[config.mk]
export PLATFORM = sky130hd
export DESIGN_NAME = bitsel_pwm_top
export DESIGN_NICKNAME = d
export VERILOG_FILES = /design/src/rtl/pwm_pkg.sv /design/src/rtl/pwm_regs.sv /design/src/rtl/pwm_counter.sv /design/src/rtl/pwm_compare.sv /design/src/rtl/bitsel_pwm_top.sv
export SDC_FILE = /design/constraint.sdc
export NUM_CORES = 1
export LEC_CHECK = 0
export CAP_MARGIN = 20
export CORE_UTILIZATION = 45
export DETAILED_ROUTE_END_ITERATION = 10
export PLACE_DENSITY = 0.72
export SYNTH_ARGS = -nofsm -noshare
export SYNTH_HDL_FRONTEND = slang
export SYNTH_HIERARCHICAL = 1
export SYNTH_SLANG_ARGS = --single-unit
[constraint.sdc]
create_clock -name clk -period 2.35 [get_ports clk]
set_clock_uncertainty 0.2 [all_clocks]
set_input_delay 0.3525 -clock clk [delete_from_list [all_inputs] [get_ports clk]]
set_output_delay 0.3525 -clock clk [all_outputs]
set_load 0.02 [all_outputs]
[src/rtl/pwm_pkg.sv]
package pwm_pkg;

    parameter int CNT_W  = 8;
    parameter int DATA_W = 8;
    parameter int ADDR_W = 8;
    parameter int PSEL_W = 2;

    localparam int DUTY_W = CNT_W - 1;
    localparam int NSEL   = 1 << PSEL_W;

    localparam logic [ADDR_W-1:0] OFS_CTRL = ADDR_W'(0);
    localparam logic [ADDR_W-1:0] OFS_DUTY = ADDR_W'(1);

    localparam int RUN_BIT = DATA_W - 1;

    typedef struct packed {
        logic              run;
        logic [PSEL_W-1:0] psel;
    } mode_t;

    typedef logic [CNT_W-1:0]  cnt_t;
    typedef logic [DUTY_W-1:0] duty_t;

    // Mask of the count bits that are compared for a given prescaler.
    function automatic cnt_t live_mask(input logic [PSEL_W-1:0] p);
        cnt_t one;
        one = CNT_W'(1);
        return (one << (CNT_W - 1 - int'(p))) - one;
    endfunction

    // Pack the mode into the register image; unused bits are zero.
    function automatic logic [DATA_W-1:0] mode_image(input mode_t m);
        logic [DATA_W-1:0] r;
        r = '0;
        r[RUN_BIT] = m.run;
        r[PSEL_W-1:0] = m.psel;
        return r;
    endfunction

endpackage

[src/rtl/pwm_regs.sv]
module pwm_regs
    import pwm_pkg::*;
(
    input  logic              clk,
    input  logic              rst,
    input  logic [ADDR_W-1:0] addr,
    input  logic [DATA_W-1:0] wdata,
    input  logic              wr,
    input  logic              rd,
    output logic [DATA_W-1:0] rdata,
    output mode_t             mode,
    output duty_t             duty
);

    logic [DATA_W-1:0] rd_mux;
    logic              hit_ctrl;
    logic              hit_duty;

    assign hit_ctrl = (addr == OFS_CTRL);
    assign hit_duty = (addr == OFS_DUTY);

    always_comb begin
        rd_mux = '0;
        if (hit_ctrl) begin
            rd_mux = mode_image(mode);
        end else if (hit_duty) begin
            rd_mux[DUTY_W-1:0] = duty;
        end
    end

    always_ff @(posedge clk) begin
        if (rst) begin
            mode  <= '0;
            duty  <= '0;
            rdata <= '0;
        end else begin
            if (wr && hit_ctrl) begin
                mode.run  <= wdata[RUN_BIT];
                mode.psel <= wdata[PSEL_W-1:0];
            end
            if (wr && hit_duty) begin
                duty <= wdata[DUTY_W-1:0];
            end
            if (rd) begin
                rdata <= rd_mux;
            end
        end
    end

endmodule

[src/rtl/pwm_counter.sv]
module pwm_counter
    import pwm_pkg::*;
(
    input  logic              clk,
    input  logic              rst,
    input  logic              run,
    input  logic              tick,
    input  logic [PSEL_W-1:0] psel,
    output cnt_t              cnt
);

    cnt_t            cnt_inc;
    logic [NSEL-1:0] wrap_by_sel;
    logic            wrap;

    assign cnt_inc = cnt + CNT_W'(1);

    // One candidate reset bit per prescaler setting.
    for (genvar i = 0; i < NSEL; i++) begin : g_wrap
        assign wrap_by_sel[i] = cnt_inc[CNT_W-1-i];
    end

    assign wrap = wrap_by_sel[psel];

    always_ff @(posedge clk) begin
        if (rst || !run) begin
            cnt <= '0;
        end else if (tick) begin
            cnt <= wrap ? '0 : cnt_inc;
        end
    end

endmodule

[src/rtl/pwm_compare.sv]
module pwm_compare
    import pwm_pkg::*;
(
    input  logic              run,
    input  logic [PSEL_W-1:0] psel,
    input  cnt_t              cnt,
    input  duty_t             duty,
    output logic              pwm
);

    cnt_t live;

    assign live = cnt & live_mask(psel);
    assign pwm  = run && (live < {1'b0, duty});

endmodule

[src/rtl/bitsel_pwm_top.sv]
module bitsel_pwm_top
    import pwm_pkg::*;
(
    input  logic              clk,
    input  logic              rst,
    input  logic              tick_en,
    input  logic [ADDR_W-1:0] reg_addr,
    input  logic [DATA_W-1:0] reg_wdata,
    input  logic              reg_wr,
    input  logic              reg_rd,
    output logic [DATA_W-1:0] reg_rdata,
    output logic              pwm_out
);

    mode_t             mode_q;
    duty_t             duty_q;
    cnt_t              cnt_q;
    logic              run_w;
    logic [PSEL_W-1:0] psel_w;

    assign run_w  = mode_q.run;
    assign psel_w = mode_q.psel;

    pwm_regs u_regs (
        .clk   (clk),
        .rst   (rst),
        .addr  (reg_addr),
        .wdata (reg_wdata),
        .wr    (reg_wr),
        .rd    (reg_rd),
        .rdata (reg_rdata),
        .mode  (mode_q),
        .duty  (duty_q)
    );

    pwm_counter u_cnt (
        .clk  (clk),
        .rst  (rst),
        .run  (run_w),
        .tick (tick_en),
        .psel (psel_w),
        .cnt  (cnt_q)
    );

    pwm_compare u_cmp (
        .run  (run_w),
        .psel (psel_w),
        .cnt  (cnt_q),
        .duty (duty_q),
        .pwm  (pwm_out)
    );

endmodule

==> flow_summary_export.csv <==
group,metric,value,unit
run_status,status,"finished clean",
route,first_iter_violations,115,
final_layout,multiInputGateArea,901,um^2
critical_path,rr_endpoint,"u_cnt/cnt[4]",
yosys,ys_ff_latch,26,
power_and_ir_drop,peakVddDrop,0.000191,V
route,wirelength,3390,um
cts,cts.sinks,26,
critical_path,crit_required,1.80,ns
timing,final.setup.tns,0,ns
final_layout,drive_above_1_share,16.7,%
floorplan,io_pins,30,
placement,dp_hpwl,2580,um
floorplan,fp.coreArea,3080,um^2
critical_path,r2r_cells,6,
route,viasPerCell,5.48,
cts,cts_max_level,1,
floorplan,row_count,20,
yosys,synth_area,1460,um^2
cts,cts_buffers,3,
final_layout,n_fill_cell,269,
cts,insertion_delay,0.31,ns
yosys,syn_inst,152,
grt,grt_pass1_wl,5780,um
grt,antenna_found_initial,0,
final_layout,antenna_cells,0,
job,maxCapViolations,0,
yosys,syn_area_per_cell,9.61,um^2
critical_path,worstPathArrival,1.68,ns
grt,grt_max_degree,24,
route,drtPass1Iterations,4,
timing,tightest_slew,0.547,ns
placement,gp_congestion,0.860,
floorplan,die_area,3480,um^2
route,post_drt_wl_per_cell,14.4,um
worst_hold_path,hold_class,"reg2reg",
cts,cts.path.max_buffers,2,
worst_hold_path,hold_end,"u_regs/rdata[1]",
yosys,synth_warnings,6,
critical_path,r2r_start,"u_cnt/cnt[1]",
critical_path,timing_worst_setup_path_type,"reg2out",
timing,setup_violations,0,
timing,hold_slack,0.284,ns
timing,clock.fmax,0.449,GHz
timing,hold_viol_final,0,
floorplan,die_h,59.0,um
yosys,ys_seq_area_share,35.6,%
grt,track_usage,22.1,%
cts,clkTransAtPathRegs,0.14,ns
cts,cts-root-buf,"clkbuf_4",
cts,cts_tree,"done",
yosys,syn-num-nets,180,
route,drc,0,
timing,min_period,2.23,ns
floorplan,initial_utilization,47.4,%
critical_path,end_kind,"primary output",
placement,portBuffers,29,
route,num_vias,1293,
worst_hold_path,hold_depth,2,
critical_path,reg2reg_setup_slack,0.36,ns
grt,overflow,0,
critical_path,cp-start-kind,"flip-flop",
final_layout,syn_to_final_growth,31.3,%
yosys,synth_cell_types,38,
final_layout,regArea,523,um^2
power_and_ir_drop,power.density,361,nW/um^2
critical_path,crit_path_max_fanout,3,
worst_hold_path,holdCritStartpoint,"u_regs/rdata[1]",
final_layout,nets,222,
timing,slew_headroom,63.3,%
route,antenna_left,0,
timing,post-route-period-util,94.8,%
power_and_ir_drop,leakage,0.727,nW
floorplan,die_w,59.0,um
grt,grt_pass1_vias,1257,
timing,drv_slew,0,
[registers in the layout, indices dropped and copies added, names as in the netlist]
register	flops
u_cnt/cnt	8
u_regs/duty	7
u_regs/mode	3
u_regs/rdata	8
[worst max-delay path: stages, from the launching register on]
cell,delay (ns)
dfxtp_1,0.33
nor3b_2,0.15
ha_1,0.32
nand3_1,0.10
nand4b_1,0.12
a41oi_2,0.18
buf_4,0.16
[report_power, final]
group / internal, mW / leakage [nW] / switching (mW)
logic: 0.0438 / 0.503 / 0.0253
registers: 0.441 / 0.210 / 0.000193
clock network: 0.0599 / 0.0138 / 0.123
[what timing repair did]
action,in CTS,in global routing
endpoints found under the setup margin,1,1
buffers inserted,0,1
hold endpoints to repair,0,0
pin swaps,0,2
resized for setup,5,5
hold buffers,0,0
[cell type report]
type                            count  share of cell area (%)
Clock buffer                        3                    1.17
Inverter                            8                    1.57
Multi-Input combinational cell    113                    47.0
Sequential cell                    26                    27.3
Tap cell                           44                    2.87
Timing Repair Buffer               42                    20.1
[worst max-delay path by stage]
stage / startpoint / end / cells after the start
2_1_floorplan: u_regs/mode[1] / pwm_out / 5
3_3_place_gp: u_regs/mode[1] / pwm_out / 6
3_5_place_dp: u_regs/mode[1] / pwm_out / 6
4_1_cts: u_regs/mode[1] / pwm_out / 6
5_1_grt: u_regs/mode[0] / pwm_out / 6
6_report: u_cnt/cnt[6] / pwm_out / 6
[cell usage after synthesis, drive strengths merged]
master,n,area share (%)
a21boi,1,0.51
a21oi,6,2.1
a22o,5,3.0
a311oi,4,2.4
a41oi,1,0.60
and2,2,0.86
and3,2,0.94
and3b,1,0.60
buf,2,0.60
clkbuf,3,0.86
dfxtp,26,36
ha,7,6.0
inv,8,2.1
mux2,2,1.5
mux2i,11,7.5
nand2,4,1.0
nand2b,22,9.4
nand3,5,1.7
nand4,5,3.2
nand4b,2,1.2
nor2,3,0.77
nor2b,4,1.7
nor3,4,2.4
nor3b,2,1.4
nor4,9,4.9
o211ai,1,0.86
o21ai,1,0.34
o311ai,2,1.7
xnor2,4,2.4
xor2,3,1.8
[stage by stage]
| stage | cell area [um^2] | setup WS, ns | cells | utilization [%] | power (mW) |
|---|---|---|---|---|---|
| floorplan | 1460 | 0.345 | 152 | - | 0.474 |
| global placement | 1870 | 0.0258 | 232 | 60.9 | 0.519 |
| detailed placement | 1870 | -0.0397 | 232 | 60.9 | 0.520 |
| CTS | 1890 | 0.0355 | 235 | 61.5 | 0.701 |
| global route | 1920 | -0.00816 | 236 | 62.3 | 0.738 |
| finish | 1920 | 0.122 | 236 | 62.3 | 0.693 |
[per-layer routing]
layer | global-route usage (%) | vias up | routed length, um
met4 | 6.80 | 0 | 18
met5 | 0 | - | 0
met1 | 29.7 | 619 | 1580
li1 | - | 640 | -
met2 | 36.7 | 32 | 1680
met3 | 2.86 | 2 | 114
[kinds of logic after synthesis]
group / after synthesis / synth area share, %
and+or+nand+nor: 65 / 30.1
buffers and inverters: 13 / 3.51
xor gates and xnor gates: 7 / 4.20
muxes: 13 / 9.08
DFF: 26 / 35.6
adders and majority gates: 7 / 6.00
AOI/OAI and AO/OA: 21 / 11.5
[placed cells by master (no fill, tap or decap)]
master           instances
inv_1                    8
o311ai_1                 1
clkbuf_4                 3
a311oi_1                 4
nor4_4                   1
o21ai_1                  1
dfxtp_2                  2
clkdlybuf4s50_1         28
o211ai_2                 1
nand2b_1                22
ha_1                     7
and2_1                   2
xor2_1                   3
nor3_1                   1
nor3b_2                  2
nand3_1                  5
mux2_2                   2
nand4_4                  1
nor3_2                   3
a22o_1                   5
a21oi_1                  6
a21boi_0                 1
nand2_1                  4
mux2i_1                 11
nor4_1                   8
dfxtp_1                 24
nand4_1                  4
and3b_1                  1
o311ai_2                 1
nand4b_1                 2
xnor2_1                  4
a41oi_2                  1
buf_4                   14
nor2_1                   3
and3_1                   1
and3_2                   1
nor2b_1                  4
(Power assumes the default switching activity.)
